### config.mk
export PLATFORM = sky130hd
export DESIGN_NAME = dramc_top
export DESIGN_NICKNAME = d
export VERILOG_FILES = /design/src/rtl/dramc_pkg.sv /design/src/rtl/dramc_cfg.sv /design/src/rtl/dramc_addr.sv /design/src/rtl/dramc_seq.sv /design/src/rtl/dramc_top.sv
export SDC_FILE = /design/constraint.sdc
export NUM_CORES = 1
export LEC_CHECK = 0
export BUFFER_PORTS_ARGS = -buffer_cell sky130_fd_sc_hd__buf_2
export CAP_MARGIN = 10
export CORE_MARGIN = 5
export CORE_UTILIZATION = 35
export CTS_CLUSTER_DIAMETER = 80
export DETAILED_ROUTE_END_ITERATION = 10
export GPL_ROUTABILITY_DRIVEN = 1
export HOLD_SLACK_MARGIN = 0.12
export PLACE_DENSITY = 0.62
export REMOVE_ABC_BUFFERS = 1
export SYNTH_ARGS = -nofsm -noshare
export SYNTH_HDL_FRONTEND = slang
export SYNTH_HIERARCHICAL = 1
export SYNTH_SLANG_ARGS = --single-unit
### constraint.sdc
create_clock -name clk -period 10.8 [get_ports clk]
set_input_delay 2.16 -clock clk [delete_from_list [all_inputs] [get_ports clk]]
set_output_delay 2.16 -clock clk [all_outputs]
set_load 0.005 [all_outputs]
### src/rtl/dramc_pkg.sv
package dramc_pkg;

  // Positions inside the 16-bit control word; the write port carries bits 15:8.
  localparam int CFG_MSB    = 15;
  localparam int CFG_LSB    = 8;
  localparam int B_TWO_WE   = 15;
  localparam int B_RAS_HOLD = 14;
  localparam int B_PRE2     = 13;
  localparam int B_BURST    = 12;
  localparam int B_DUTY35   = 11;
  localparam int B_MUX      = 10;
  localparam int B_SHIFT_HI = 9;
  localparam int B_SHIFT_LO = 8;

  typedef enum logic [1:0] {
    ST_IDLE = 2'd0,
    ST_PRE  = 2'd1,
    ST_ACT  = 2'd2,
    ST_COL  = 2'd3
  } seq_st_t;

  typedef struct packed {
    logic       two_we;
    logic       ras_hold;
    logic       pre2;
    logic       burst;
    logic       duty35;
    logic       mux_en;
    logic [1:0] shift_code;
  } ctl_t;

endpackage

### src/rtl/dramc_cfg.sv
module dramc_cfg
  import dramc_pkg::*;
(
  input  logic                   clk,
  input  logic                   rst,
  input  logic                   wr_en,
  input  logic [CFG_MSB:CFG_LSB] wr_data,
  output ctl_t                   ctl,
  output logic                   rsvd_seen
);

  ctl_t ctl_q;
  logic rsvd_q;

  always_ff @(posedge clk) begin
    if (rst) begin
      ctl_q  <= '0;
      rsvd_q <= 1'b0;
    end else if (wr_en) begin
      ctl_q.two_we     <= wr_data[B_TWO_WE];
      ctl_q.ras_hold   <= wr_data[B_RAS_HOLD];
      ctl_q.pre2       <= wr_data[B_PRE2];
      ctl_q.burst      <= wr_data[B_BURST];
      ctl_q.duty35     <= wr_data[B_DUTY35];
      ctl_q.mux_en     <= wr_data[B_MUX];
      ctl_q.shift_code <= wr_data[B_SHIFT_HI:B_SHIFT_LO];
      if (wr_data[B_SHIFT_HI:B_SHIFT_LO] == 2'b11) rsvd_q <= 1'b1;
    end
  end

  assign ctl       = ctl_q;
  assign rsvd_seen = rsvd_q;


  rsvd_sticky_chk: assert property (@(posedge clk) disable iff (rst)
    rsvd_q |=> rsvd_q);

endmodule

### src/rtl/dramc_addr.sv
module dramc_addr #(
  parameter int AW         = 28,
  parameter int SHIFT_BASE = 8
) (
  input  logic          clk,
  input  logic          rst,
  input  logic [1:0]    shift_code,
  input  logic [AW-1:0] acc_addr,
  input  logic          latch_row,
  output logic          row_hit,
  output logic [AW-1:0] row_addr
);

  localparam int NOPT = 3;

  logic [AW-1:0] open_q;
  logic          valid_q;
  logic [1:0]    sel;
  logic [NOPT-1:0] same_opt;
  logic [AW-1:0] row_opt [NOPT];

  // Reserved code 11 falls back to the narrowest shift.
  always_comb begin
    case (shift_code)
      2'b01:   sel = 2'd1;
      2'b10:   sel = 2'd2;
      default: sel = 2'd0;
    endcase
  end

  for (genvar g = 0; g < NOPT; g++) begin : g_opt
    assign same_opt[g] = ((acc_addr ^ open_q) >> (SHIFT_BASE + g)) == '0;
    assign row_opt[g]  = acc_addr >> (SHIFT_BASE + g);
  end

  always_ff @(posedge clk) begin
    if (rst) begin
      open_q  <= '0;
      valid_q <= 1'b0;
    end else if (latch_row) begin
      open_q  <= acc_addr;
      valid_q <= 1'b1;
    end
  end

  assign row_hit  = valid_q && same_opt[sel];
  assign row_addr = row_opt[sel];


  latch_hit_chk: assert property (@(posedge clk) disable iff (rst)
    (latch_row && !$isunknown(acc_addr)) |=> (row_hit || !$stable(acc_addr) || !$stable(shift_code)));

endmodule

### src/rtl/dramc_seq.sv
module dramc_seq
  import dramc_pkg::*;
#(
  parameter int AW           = 28,
  parameter int DW           = 16,
  parameter int COL_PHASES   = 6,
  parameter int DUTY_LOW_PCT = 35
) (
  input  logic          clk,
  input  logic          rst,
  input  ctl_t          ctl,
  input  logic          req,
  input  logic          req_we,
  input  logic [AW-1:0] req_addr,
  input  logic [1:0]    req_ben,
  input  logic [DW-1:0] req_wdata,
  input  logic          row_hit,
  input  logic [AW-1:0] row_addr,
  output logic [AW-1:0] acc_addr,
  output logic          latch_row,
  output logic          ack,
  output logic [DW-1:0] rdata,
  output logic          ras_n,
  output logic          cas_lo_n,
  output logic          byte_hi_n,
  output logic          we_lo_n,
  output logic [AW-1:0] mem_addr,
  output logic [DW-1:0] dq_out,
  output logic          dq_oe,
  input  logic [DW-1:0] dq_in
);

  localparam int CW      = (COL_PHASES > 2) ? $clog2(COL_PHASES) : 1;
  localparam int HI_HALF = COL_PHASES / 2;
  localparam int HI_LOW  = (COL_PHASES * DUTY_LOW_PCT + 50) / 100;
  localparam logic [CW-1:0] COL_LAST  = CW'(COL_PHASES - 1);
  localparam logic [CW-1:0] HI_HALF_C = CW'(HI_HALF);
  localparam logic [CW-1:0] HI_LOW_C  = CW'(HI_LOW);

  seq_st_t       st_q, st_d;
  logic [CW-1:0] cnt_q, cnt_d;
  logic          held_q, held_d;
  logic          ack_q, ack_d;
  logic          cap;
  logic          take;

  logic          we_q;
  logic [1:0]    ben_q;
  logic [AW-1:0] addr_q;
  logic [DW-1:0] wdata_q;

  logic          cur_we;
  logic [1:0]    cur_ben;
  logic [AW-1:0] cur_addr;
  logic [DW-1:0] cur_wdata;

  logic          ras_n_q, cl_q, bh_q, wl_q, oe_q;
  logic          ras_n_d, cl_d, bh_d, wl_d, oe_d;
  logic [AW-1:0] maddr_q, maddr_d;
  logic [DW-1:0] dqo_q, rdata_q;

  assign take      = (st_q == ST_IDLE) && req && !ack_q;
  assign cur_we    = take ? req_we    : we_q;
  assign cur_ben   = take ? req_ben   : ben_q;
  assign cur_addr  = take ? req_addr  : addr_q;
  assign cur_wdata = take ? req_wdata : wdata_q;
  assign acc_addr  = cur_addr;

  // Next-state sequencing.
  always_comb begin
    st_d      = st_q;
    cnt_d     = cnt_q;
    held_d    = held_q && ctl.ras_hold;
    ack_d     = 1'b0;
    cap       = 1'b0;
    latch_row = 1'b0;
    case (st_q)
      ST_IDLE: begin
        if (take) begin
          cnt_d = '0;
          if (held_q && ctl.burst && row_hit) begin
            st_d = ST_COL;
          end else begin
            st_d   = ST_PRE;
            held_d = 1'b0;
          end
        end
      end
      ST_PRE: begin
        if (cnt_q == CW'(ctl.pre2)) begin
          st_d  = ST_ACT;
          cnt_d = '0;
        end else begin
          cnt_d = cnt_q + 1'b1;
        end
      end
      ST_ACT: begin
        st_d      = ST_COL;
        cnt_d     = '0;
        latch_row = 1'b1;
      end
      default: begin
        if (cnt_q == COL_LAST) begin
          st_d   = ST_IDLE;
          cnt_d  = '0;
          ack_d  = 1'b1;
          cap    = 1'b1;
          held_d = ctl.ras_hold;
        end else begin
          cnt_d = cnt_q + 1'b1;
        end
      end
    endcase
  end

  // Pin values for the coming clock, taken from the next state so pins and state stay aligned.
  logic cas_on, wr_col;
  always_comb begin
    cas_on  = (st_d == ST_COL) && (cnt_d >= (ctl.duty35 ? HI_LOW_C : HI_HALF_C));
    wr_col  = (st_d == ST_COL) && cur_we;
    ras_n_d = (st_d == ST_PRE) || ((st_d == ST_IDLE) && !held_d);
    oe_d    = wr_col;
    if (ctl.two_we) begin
      cl_d = !cas_on;
      bh_d = !(wr_col && cur_ben[1]);
      wl_d = !(wr_col && cur_ben[0]);
    end else begin
      cl_d = !(cas_on && cur_ben[0]);
      bh_d = !(cas_on && cur_ben[1]);
      wl_d = !wr_col;
    end
    maddr_d = maddr_q;
    if (st_d == ST_COL)
      maddr_d = cur_addr;
    else if ((st_d == ST_PRE) || (st_d == ST_ACT))
      maddr_d = ctl.mux_en ? row_addr : cur_addr;
  end

  always_ff @(posedge clk) begin
    if (rst) begin
      st_q    <= ST_IDLE;
      cnt_q   <= '0;
      held_q  <= 1'b0;
      ack_q   <= 1'b0;
      we_q    <= 1'b0;
      ben_q   <= '0;
      addr_q  <= '0;
      wdata_q <= '0;
      ras_n_q <= 1'b1;
      cl_q    <= 1'b1;
      bh_q    <= 1'b1;
      wl_q    <= 1'b1;
      oe_q    <= 1'b0;
      maddr_q <= '0;
      dqo_q   <= '0;
      rdata_q <= '0;
    end else begin
      st_q    <= st_d;
      cnt_q   <= cnt_d;
      held_q  <= held_d;
      ack_q   <= ack_d;
      ras_n_q <= ras_n_d;
      cl_q    <= cl_d;
      bh_q    <= bh_d;
      wl_q    <= wl_d;
      oe_q    <= oe_d;
      maddr_q <= maddr_d;
      dqo_q   <= cur_wdata;
      if (take) begin
        we_q    <= req_we;
        ben_q   <= req_ben;
        addr_q  <= req_addr;
        wdata_q <= req_wdata;
      end
      if (cap) rdata_q <= dq_in;
    end
  end

  assign ack       = ack_q;
  assign rdata     = rdata_q;
  assign ras_n     = ras_n_q;
  assign cas_lo_n  = cl_q;
  assign byte_hi_n = bh_q;
  assign we_lo_n   = wl_q;
  assign mem_addr  = maddr_q;
  assign dq_out    = dqo_q;
  assign dq_oe     = oe_q;


  cas_under_ras_chk: assert property (@(posedge clk) disable iff (rst)
    (!cl_q || (!ctl.two_we && !bh_q)) |-> !ras_n_q);


  ack_single_chk: assert property (@(posedge clk) disable iff (rst)
    ack_q |=> !ack_q);


  we_on_write_chk: assert property (@(posedge clk) disable iff (rst)
    !wl_q |-> (we_q && oe_q));


  hold_after_chk: assert property (@(posedge clk) disable iff (rst)
    (ack_q && ctl.ras_hold) |-> !ras_n_q);


  hit_direct_chk: assert property (@(posedge clk) disable iff (rst)
    (take && held_q && ctl.burst && row_hit) |=> (!ras_n_q && (st_q == ST_COL)));

endmodule

### src/rtl/dramc_top.sv
module dramc_top
  import dramc_pkg::*;
#(
  parameter int AW           = 28,
  parameter int DW           = 16,
  parameter int COL_PHASES   = 6,
  parameter int DUTY_LOW_PCT = 35,
  parameter int SHIFT_BASE   = 8
) (
  input  logic                   clk,
  input  logic                   rst,
  input  logic                   cfg_we,
  input  logic [CFG_MSB:CFG_LSB] cfg_wdata,
  output logic                   cfg_rsvd,
  input  logic                   req,
  input  logic                   req_we,
  input  logic [AW-1:0]          req_addr,
  input  logic [1:0]             req_ben,
  input  logic [DW-1:0]          req_wdata,
  output logic                   ack,
  output logic [DW-1:0]          rdata,
  output logic                   ras_n,
  output logic                   cas_lo_n,
  output logic                   byte_hi_n,
  output logic                   we_lo_n,
  output logic [AW-1:0]          mem_addr,
  output logic [DW-1:0]          dq_out,
  output logic                   dq_oe,
  input  logic [DW-1:0]          dq_in
);

  ctl_t          ctl;
  logic          row_hit;
  logic [AW-1:0] row_addr;
  logic [AW-1:0] acc_addr;
  logic          latch_row;

  dramc_cfg u_cfg (
    .clk       (clk),
    .rst       (rst),
    .wr_en     (cfg_we),
    .wr_data   (cfg_wdata),
    .ctl       (ctl),
    .rsvd_seen (cfg_rsvd)
  );

  dramc_addr #(.AW(AW), .SHIFT_BASE(SHIFT_BASE)) u_addr (
    .clk        (clk),
    .rst        (rst),
    .shift_code (ctl.shift_code),
    .acc_addr   (acc_addr),
    .latch_row  (latch_row),
    .row_hit    (row_hit),
    .row_addr   (row_addr)
  );

  dramc_seq #(
    .AW(AW), .DW(DW), .COL_PHASES(COL_PHASES), .DUTY_LOW_PCT(DUTY_LOW_PCT)
  ) u_seq (
    .clk       (clk),
    .rst       (rst),
    .ctl       (ctl),
    .req       (req),
    .req_we    (req_we),
    .req_addr  (req_addr),
    .req_ben   (req_ben),
    .req_wdata (req_wdata),
    .row_hit   (row_hit),
    .row_addr  (row_addr),
    .acc_addr  (acc_addr),
    .latch_row (latch_row),
    .ack       (ack),
    .rdata     (rdata),
    .ras_n     (ras_n),
    .cas_lo_n  (cas_lo_n),
    .byte_hi_n (byte_hi_n),
    .we_lo_n   (we_lo_n),
    .mem_addr  (mem_addr),
    .dq_out    (dq_out),
    .dq_oe     (dq_oe),
    .dq_in     (dq_in)
  );

endmodule

==> reports/metrics.yaml <==
total_power_w: 0.00172
cts_made_buffers: 17
cp.required_ns: 11.15
wire_per_inst_um: 14.9
max_clock_freq_ghz: 0.178
clk_pin_slew_ns: 0.05
cts_sinks: 133
dp_slack_ns: 4.76
worstPathArrival_ns: 5.97
cts_setup_buffers: 0
cp-startpoint: "req"
viasPerCell: 4.91
route.detailed.drc: 0
drt-initial-drc-count: 273
path_max_fanout: 47
avgSynthCellArea_um2: 8.78
port_buffers: 141
min_path_type: "flop to flop"
final_util: 0.435
die_area_mm2: 0.0197
clk_latency_ns: 0.41
period_needed_ns: 5.61
setup_viol: 0
min_period_over_period: 0.520
wl_um: 15300
fin_ws_ns: 5.19
ys_warn_count: 6
power_density_mw_per_mm2: 237
r2r_start: "u_seq/st_q[0]"
postRouteAntennaNets: 0
die_width_um: 140
cts_hold_buf: 0
drive_above_1_share: 0.230
status: "finished, final reports clean"
fill_cells: 1671
end_kind: "flop"
gp_congestion: 0.796
rsz0062_at_grt: "no"
first_pass_iters: 5
area_growth_pct: 21.7
cts_tree: "done"
cts.path.max_buffers: 2
cap_violations: 0
nets: 877
io_pins: 142
grt_pass1_wl_um: 24500
cellLeakagePower_nw: 3.31
cts_resized: 0
grt_max_degree: 64
grt_pass1_vias: 4802
dp_hpwl_um: 10200
clock_skew_ns: 0.00728
critical_path_class: "primary input to flop"
hp-start: "u_seq/dq_out[2]"
vias: 5018
antenna_found_initial: 0
syn_area_mm2: 0.00595
cts_root_buf: "clkbuf_16"
cts-htree-levels: 4
grt_usage: 0.153
grt_overflow_total: 0
fin_setup_tns_ns: 0
fp.dieH_um: 140
antennaDiodeCount: 0
max-slew-margin-rel: 0.467
critPathLaunchType: "primary input"
core_mm2: 0.0166
finalMaxSlewViolations: 0
worst_pin_slew_ns: 0.799
rows: 47
syn_inst: 678
initial_core_util: 0.357
hold_violations: 0
ir_drop_mv: 0.145
==> power breakdown <==
group,internal [W],total [W],switching (W)
combinational,0.000218,0.000540,0.000322
sequential,0.000574,0.000618,0.0000433
clock,0.000362,0.000561,0.000199
total,0.00115,0.00172,0.000564
==> per-stage QoR <==
| stage | hold slack (ns) | area, um2 | std cells |
|---|---|---|---|
| 3_5_place_dp | 0.443 | 6680 | 995 |
| 2_1_floorplan | 0.433 | 5650 | 628 |
| 4_1_cts | 0.451 | 7240 | 1023 |
| 3_3_place_gp | 0.439 | 6680 | 995 |
| 5_1_grt | 0.468 | 7240 | 1023 |
| 6_report | 0.449 | 7240 | 1023 |
==> layer usage <==
layer  track usage  up-vias  part of all wire
li1              -     2548                 -
met1         0.204     2322              0.47
met2         0.241      133              0.46
met3        0.0382       15             0.058
met4        0.0510        0             0.012
met5             0        -                 0
==> state kept, by name, indices dropped and copies added (netlist names), 2 cells and up <==
signal          count
u_seq/addr_q       28
u_seq/mem_addr     28
u_addr/open_q      20
u_seq/dq_out       16
u_seq/rdata        16
u_cfg/ctl           8
u_seq/cnt_q         3
u_seq/ben_q         2
u_seq/st_q          2
==> worst max-delay path: stages <==
cell	delay (ns)
buf_2	0.11
nand3b_1	0.07
buf_4	0.58
mux2i_1	0.36
inv_1	0.18
xor2_1	0.18
nor4_2	0.30
nand3_1	0.16
nor4_2	0.20
nand4_1	0.13
a21oi_1	0.30
nor2_1	0.13
a21oi_2	0.53
buf_4	0.34
a32o_1	0.18
==> path summary, 6_finish.rpt <==
| path | cells past startpoint | to | slack (ns) |
|---|---|---|---|
| worst max-delay path | 15 | u_seq/mem_addr[16] | 5.19 |
| worst min-delay path | 2 | u_seq/dq_out[2] | 0.45 |
| worst max register to register | 16 | u_seq/mem_addr[16] | 6.18 |
| worst min register to register | 2 | u_seq/dq_out[2] | 0.45 |
==> area by class of cell <==
class	count	area [um2]	share of cell area
timing repair buffer	147	753	0.104
clock inverter	6	105	0.0145
inverter	27	101	0.0140
multi-input combinational	468	2890	0.399
clock buffer	22	454	0.0627
tap	220	275	0.0380
sequential	133	2660	0.368
==> layout by cell type, fill, tap and decap left out, drive strengths merged, types with 2 or more instances in the layout <==
cell type  count
nor2b          3
xnor2          8
inv           27
mux2i         58
nand3b         2
a211o          3
and3           2
xor2          13
or3           29
nor4           3
a31oi          3
nor2         103
dfxtp        133
o22ai         18
nand2b         4
a32o          28
nand2         75
ha             8
clkbuf        22
nor3           5
clkinv         3
bufinv         3
buf          147
a21oi         39
a31o           2
o21ai         35
nand4          4
nand3          4
conb           8
and3b          2
Note: power is estimated with default switching activity, not from simulation.
